--- src/rtl/rconst_pkg.sv ---
package rconst_pkg;
    typedef enum logic [0:0] {
        ST_READY = 1'b0,
        ST_SKIP  = 1'b1
    } rc_state_t;
endpackage

--- src/rtl/rconst_lfsr.sv ---
module rconst_lfsr #(
    parameter int          WIDTH    = 64,
    parameter logic [63:0] SEED     = 64'h0123_4567_89AB_CDEF,
    parameter logic [63:0] TAP_MASK = 64'hD800_0000_0000_0000
) (
    input  logic             clk,
    input  logic             rst_n,
    input  logic             load,
    input  logic             adv,
    output logic [WIDTH-1:0] value
);
    localparam logic [WIDTH-1:0] SEED_W = SEED[WIDTH-1:0];
    localparam logic [WIDTH-1:0] TAPS_W = TAP_MASK[WIDTH-1:0];

    logic [WIDTH-1:0] q;
    logic             fb;

    // feedback: parity of the tapped bits
    always_comb begin
        fb = ^(q & TAPS_W);
    end

    always_ff @(posedge clk) begin
        if (!rst_n || load) begin
            q <= SEED_W;
        end else if (adv) begin
            q <= {q[WIDTH-2:0], fb};
        end
    end

    assign value = q;
endmodule

--- src/rtl/rconst_ctrl.sv ---
module rconst_ctrl
    import rconst_pkg::*;
#(
    parameter int SKIP_N = 6
) (
    input  logic clk,
    input  logic rst_n,
    input  logic restart,
    input  logic step,
    input  logic short_mode,
    output logic load,
    output logic adv,
    output logic ready
);
    localparam int CW = (SKIP_N > 1) ? $clog2(SKIP_N) : 1;
    localparam logic [CW-1:0] CNT_LAST = CW'(SKIP_N - 1);

    rc_state_t     state, state_nx;
    logic [CW-1:0] cnt, cnt_nx;

    // next-state decision
    always_comb begin
        state_nx = state;
        cnt_nx   = cnt;
        if (restart) begin
            state_nx = short_mode ? ST_SKIP : ST_READY;
            cnt_nx   = CNT_LAST;
        end else begin
            unique case (state)
                ST_READY: begin
                    state_nx = ST_READY;
                end
                ST_SKIP: begin
                    if (cnt == '0) begin
                        state_nx = ST_READY;
                    end else begin
                        cnt_nx = cnt - 1'b1;
                    end
                end
            endcase
        end
    end

    // state register
    always_ff @(posedge clk) begin
        if (!rst_n) begin
            state <= ST_READY;
            cnt   <= '0;
        end else begin
            state <= state_nx;
            cnt   <= cnt_nx;
        end
    end

    // outputs
    always_comb begin
        load  = restart;
        adv   = 1'b0;
        ready = 1'b0;
        unique case (state)
            ST_READY: begin
                ready = 1'b1;
                adv   = step && !restart;
            end
            ST_SKIP: begin
                adv   = !restart;
            end
        endcase
    end


    skip_cnt_bound_chk: assert property (@(posedge clk) disable iff (!rst_n)
        (state == ST_SKIP) |-> (cnt <= CNT_LAST));


    restart_fresh_cnt_chk: assert property (@(posedge clk) disable iff (!rst_n)
        (restart && short_mode) |=> (state == ST_SKIP && cnt == CNT_LAST));
endmodule

--- src/rtl/rconst_gen.sv ---
module rconst_gen #(
    parameter int          WIDTH        = 64,
    parameter logic [63:0] SEED         = 64'h0123_4567_89AB_CDEF,
    parameter logic [63:0] TAP_MASK     = 64'hD800_0000_0000_0000,
    parameter int          FULL_ROUNDS  = 12,
    parameter int          SHORT_ROUNDS = 6
) (
    input  logic             clk,
    input  logic             rst_n,
    input  logic             restart,
    input  logic             step,
    input  logic             short_mode,
    output logic [WIDTH-1:0] rconst,
    output logic             ready
);
    localparam int SKIP_N = FULL_ROUNDS - SHORT_ROUNDS;
    localparam logic [WIDTH-1:0] SEED_W = SEED[WIDTH-1:0];
    localparam logic [WIDTH-1:0] TAPS_W = TAP_MASK[WIDTH-1:0];

    logic load, adv;

    rconst_ctrl #(.SKIP_N(SKIP_N)) u_ctrl (
        .clk        (clk),
        .rst_n      (rst_n),
        .restart    (restart),
        .step       (step),
        .short_mode (short_mode),
        .load       (load),
        .adv        (adv),
        .ready      (ready)
    );

    rconst_lfsr #(.WIDTH(WIDTH), .SEED(SEED), .TAP_MASK(TAP_MASK)) u_lfsr (
        .clk   (clk),
        .rst_n (rst_n),
        .load  (load),
        .adv   (adv),
        .value (rconst)
    );


    step_shift_chk: assert property (@(posedge clk) disable iff (!rst_n)
        (ready && step && !restart) |=>
            (rconst == {$past(rconst[WIDTH-2:0]), ^($past(rconst) & TAPS_W)}));


    idle_hold_chk: assert property (@(posedge clk) disable iff (!rst_n)
        (ready && !step && !restart) |=> ($stable(rconst) && ready));


    full_restart_chk: assert property (@(posedge clk) disable iff (!rst_n)
        (restart && !short_mode) |=> (rconst == SEED_W && ready));


    short_restart_chk: assert property (@(posedge clk) disable iff (!rst_n)
        (restart && short_mode) |=> !ready);
endmodule

--- config.mk ---
export PLATFORM = sky130hd
export DESIGN_NAME = rconst_gen
export DESIGN_NICKNAME = d
export VERILOG_FILES = /design/src/rtl/rconst_pkg.sv /design/src/rtl/rconst_lfsr.sv /design/src/rtl/rconst_ctrl.sv /design/src/rtl/rconst_gen.sv
export SDC_FILE = /design/constraint.sdc
export NUM_CORES = 1
export LEC_CHECK = 0
export BUFFER_PORTS_ARGS = -buffer_cell sky130_fd_sc_hd__buf_2
export CORE_UTILIZATION = 51
export CTS_CLUSTER_SIZE = 20
export DETAILED_ROUTE_END_ITERATION = 8
export GPL_TIMING_DRIVEN = 0
export PLACE_DENSITY = 0.87
export SKIP_LAST_GASP = 1
export SLEW_MARGIN = 10
export SYNTH_ARGS = -nofsm -noshare
export SYNTH_HDL_FRONTEND = slang
export SYNTH_HIERARCHICAL = 1
export SYNTH_SLANG_ARGS = --single-unit
--- constraint.sdc ---
create_clock -name clk -period 1.5 [get_ports clk]
set_input_delay 0.075 -clock clk [delete_from_list [all_inputs] [get_ports clk]]
set_output_delay 0.075 -clock clk [all_outputs]
set_load 0.01 [all_outputs]
Word-level counts from Yosys, hierarchy flattened

Index checks and enable logic that the tools add are counted.

Eq/ne operators: 1
Reductions and logical operators: 10
$add $sub $neg: 1
Bitwise logic cells: 3
Muxes and demuxes: 9

Operator list:

| operator              | count |
|---|---|
| $reduce_xor A64 Y1    | 1 |
| $mux W3               | 3 |
| $mux W1               | 4 |
| $pmux W1 S2           | 2 |
| $reduce_and A2 Y1     | 2 |
| $logic_not A3 Y1      | 1 |
| $not A1 Y1            | 3 |
| $sub A3 B1 Y3 const B | 1 |
| $logic_not A1 Y1      | 2 |
| $ne A2 B2 Y1 const B  | 1 |
| $reduce_bool A2 Y1    | 1 |
| $reduce_or A2 Y1      | 1 |
| $logic_and A1 B1 Y1   | 1 |
| $logic_or A1 B1 Y1    | 1 |

Register bits after elaboration: 68

Depth between registers and ports, before layout

Depth after elaboration: 4
Depth in mapped cells: 7
Mapped depth without buffers: 5

Hierarchy

The synthesis kept the hierarchy.

Modules (own cells, without submodules):

| module      | instances | cells an instance | area an instance (um2) | sequential area each (um2) |
|---|---|---|---|---|
| rconst_lfsr | 1         | 212               | 2308.5                 | 1281.2 |
| rconst_ctrl | 1         | 27                | 239.0                  | 80.1 |

Least setup slack after synthesis

Ideal clock, no wire load.

Path type: reg2reg
Start: reg u_ctrl.state
End: reg u_lfsr.q[10] (netlist: u_lfsr/value[10])
Cell stages (with the launch flop): 8
Setup time: 119 ps
Period minus slack after synthesis: 1269 ps
Buffers on the path: 3
Path slack: 231 ps
Arrival time: 1151 ps
Cell sequence: dfxtp_1 buf_4 nor2_1 nor2_1 buf_6 buf_6 mux2i_1 nand2_1

Cells in the longest elaborated chain, start to end: 2

Ends and longest elaborated chain:

| element                  | line              | text |
|---|---|---|
| start: declaration       | rconst_ctrl.sv:18 | `rc_state_t state, state_nx;` |
| start signal: assignment | rconst_ctrl.sv:50 | `state <= state_nx;` |
| $not A1 Y1               | rconst_ctrl.sv:60 | `unique case (state)` |
| $pmux W1 S2 (*)          | rconst_ctrl.sv:60 |  |
| net adv                  | rconst_gen.sv:20  | `logic load, adv;` |
| end signal: assignment   | rconst_lfsr.sv:27 | `q <= {q[WIDTH-2:0], fb};` |
| end: declaration         | rconst_lfsr.sv:15 | `logic [WIDTH-1:0] q;` |

Mark *: on every way through the listed nets, which the timed path passes. The rest lies on a longest branch.
A chain may end at the register's enable or synchronous reset.

Final worst setup path

Start: in restart
End: reg u_lfsr.q[18] (netlist: u_lfsr/value[18])

Cells in the longest elaborated chain, start to end: 3
Elaborated cells between the ends (all ways): 4
Classes of those cells: mux (1); reduce/logical (3)

Ends and longest elaborated chain:

| element             | line                                 | text |
|---|---|---|
| start: declaration  | rconst_gen.sv:10                     | `input logic restart,` |
| $logic_not A1 Y1    | rconst_ctrl.sv:63, rconst_ctrl.sv:66 |  |
| $logic_and A1 B1 Y1 | rconst_ctrl.sv:63                    | `adv = step && !restart;` |
| $pmux W1 S2         | rconst_ctrl.sv:60                    |  |

Several ways; a longest one is shown, not always the timed one.

==> impl_metrics.toml <==
[run_status]
status = "completed"

[yosys]
synth_area_leaders = "dfxtp_1 (53%), mux2i_1 (25%), nor2_1 (5.0%)"
ys.warnings.count = 6
synth_top_family_by_area = "multiplexers"
yosys.cell_types.count = 26
synth_fa_ha_area_share_pct = 0.9823
synth_edf_count = 0
synth_area_leader_cell = "dfxtp_1"
seq_area_frac_synth_pct = 53.44
synth_top_area_share_pct = 53.44
synthSimpleGateAreaFrac_pct = 13.02
ys_ff_latch = 68
synth_cells = 239
synth.cells.most_frequent = "dfxtp_1 (68), mux2i_1 (63), nor2_1 (34)"
synth_flop_cell = "dfxtp_1"
async_reset_ff_share_pct = 0
synth_fp_nets = 246
synth_area_um2 = 2547
syn_avg_cell_area_um2 = 10.66
synthMuxAreaShare_pct = 24.75
synth_compound_area_share_pct = 1.424
yosysMostFrequentCell = "dfxtp_1"
synthXorXnorAreaFrac_pct = 1.031

[timing]
worstMarginPinSlew_ns = 0.2519
finalCritPeriodShare_pct = 91.90
slew_headroom_pct = 83.21
setup_viol = 0
finalHoldViolations = 0
fmax_ghz = 0.7254
fin_ws_ns = 0.1215
setup-tns-final_ns = 0
drv_slew = 0
rsz0062_at_grt = "no"
period_needed_ns = 1.378
finalClockSkew_ns = 0.008241

[detailed_routing]
drt_first_iter_violations = 132
first_pass_iters = 4
vias_per_cell = 4.897
ant_nets = 0
wl_um = 5108
vias = 1944
post_drt_wl_per_cell_um = 12.87
drc = 0

[floorplanning]
rows = 25
dieArea_um2 = 5282
ios = 70
die_y_um = 72.68
die_w_um = 72.68
core_um2 = 4755
start_util_pct = 53.58

[finish]
fin_util_pct = 68.55
nFillCells = 391
area_growth_pct = 27.95
layout.cells.non_filler = 397
drive_above_1_share_pct = 31.52
fin_nets = 332
n_antenna_cell = 0

[worst_hold_path]
worst_hold_startpoint = "rst_n"
hp-class = "in2reg"

[global_routing]
grt_max_degree = 12
grt_pass1_vias = 1740
grt_first_pass_wirelength_um = 8038
antenna_found_initial = 0
grt_usage_pct = 20.45
overflow = 0

[worst_setup_path]
required_ns = 1.72
critPathLaunchType = "input pin"
rr_startpoint = "u_ctrl/state"
endpoint_kind = "flop"
cp.arrival_ns = 1.60
cp-startpoint = "restart"
crit_fanout = 10
worstSetupPathType = "in2reg"

[clock_tree]
cts_buffers = 9
clk_path_buf_depth = 2
clk_pin_slew_ns = 0.06
root_buffer = "clkbuf_8"
htreeDepth = 3
insertion_delay_ns = 0.33
cts_sinks = 68
cts_tree = "built"

[place]
io_buffers = 69
dp_hpwl_um = 3473
gp_congestion = 0.7446
placed_cells = 375
dp_worst_setup_slack_ns = 0.05910

[flow_run]
max-cap-violations = 0

[power_and_ir_drop]
p_leak_nw = 1.424
power-per-cell-area_nw_per_um2 = 1195
irDropWorstVdd_mv = 1.015
==> per-stage QoR <==
stage               hold WS, ns  total power, mW  area, um2
floorplan                0.1507            2.159       2547
CTS                     0.01165            3.925       3224
global placement         0.3331            2.241       2977
finish                  0.02340            3.895       3259
detailed placement       0.3486            2.251       2977
global route            0.01935            4.039       3259
==> power by group <==
part | internal, mW | leakage [nW] | switching [mW]
sequential | 1.85 | 0.553 | 0.0322
combinational | 0.165 | 0.756 | 0.179
clock | 1.03 | 0.114 | 0.637
==> cells by family (layout without fill, tap and decap cells) <==
| kind of cell | Yosys count | after routing |
|---|---|---|
| AND/OR/NAND/NOR | 78 | 78 |
| flip-flops | 68 | 68 |
| multiplexers | 63 | 63 |
| buffers and inverters | 20 | 111 |
| AO/OA/AOI/OAI | 5 | 5 |
| XOR/XNOR | 3 | 3 |
| adder cells (fa/ha/maj) | 2 | 2 |
==> placed cells by master, fill, tap and decap left out, drive strengths merged, types with 2 or more instances in the layout <==
master	instances
nand2b	2
ha	2
nand2	33
mux2i	63
buf	87
inv	3
dfxtp	68
xnor2	3
clkbuf	16
bufinv	2
nor2	34
nor3	2
dlygate4sd3	2
==> worst max-delay path, cell delays in order <==
cell and delay (ns):
dlygate4sd3_1 0.52, buf_2 0.18, buf_4 0.13, nand2b_1 0.09
clkbuf_1 0.23, buf_2 0.28, nor2_1 0.08
==> area by class of cell <==
class                           count  area, um2  area share, %
Inverter                            3      11.26         0.3455
Tap cell                           67      83.83          2.572
Clock inverter                      3      68.82          2.111
Sequential cell                    68       1361          41.77
Buffer                             17      127.6          3.916
Timing Repair Buffer               75      395.4          12.13
Multi-Input combinational cell    151       1052          32.28
Clock buffer                       13      158.9          4.875
==> flip-flops by register name, indices dropped and copies added (netlist names) <==
| signal | cells |
|---|---|
| u_ctrl/state | 1 |
| u_ctrl/cnt | 3 |
| u_lfsr/value | 64 |
==> repair_timing <==
| item | in CTS | in global routing |
|---|---|---|
| gates resized for setup | 0 | 2 |
| hold endpoints to repair | 2 | 0 |
| hold buffers | 2 | 0 |
| buffers inserted | 0 | 4 |
| setup endpoints to repair | 0 | 33 |
==> routing by layer <==
layer,vias up,global-route usage [%],part of all wire (%)
li1,962,-,-
met1,911,25.02,46
met2,62,33.23,46
met3,9,4.972,5.6
met4,0,11.11,2.1
met5,-,0,0
==> path summary, 6_finish.rpt <==
path | endpoint | slack [ns] | cells past startpoint
min | u_ctrl/cnt[2] | 0.02 | 2
min reg2reg | u_lfsr/value[27] | 0.49 | 2
max reg2reg | u_lfsr/value[21] | 0.14 | 7
max | u_lfsr/value[18] | 0.12 | 7
Power figures use the tool's default switching activity.
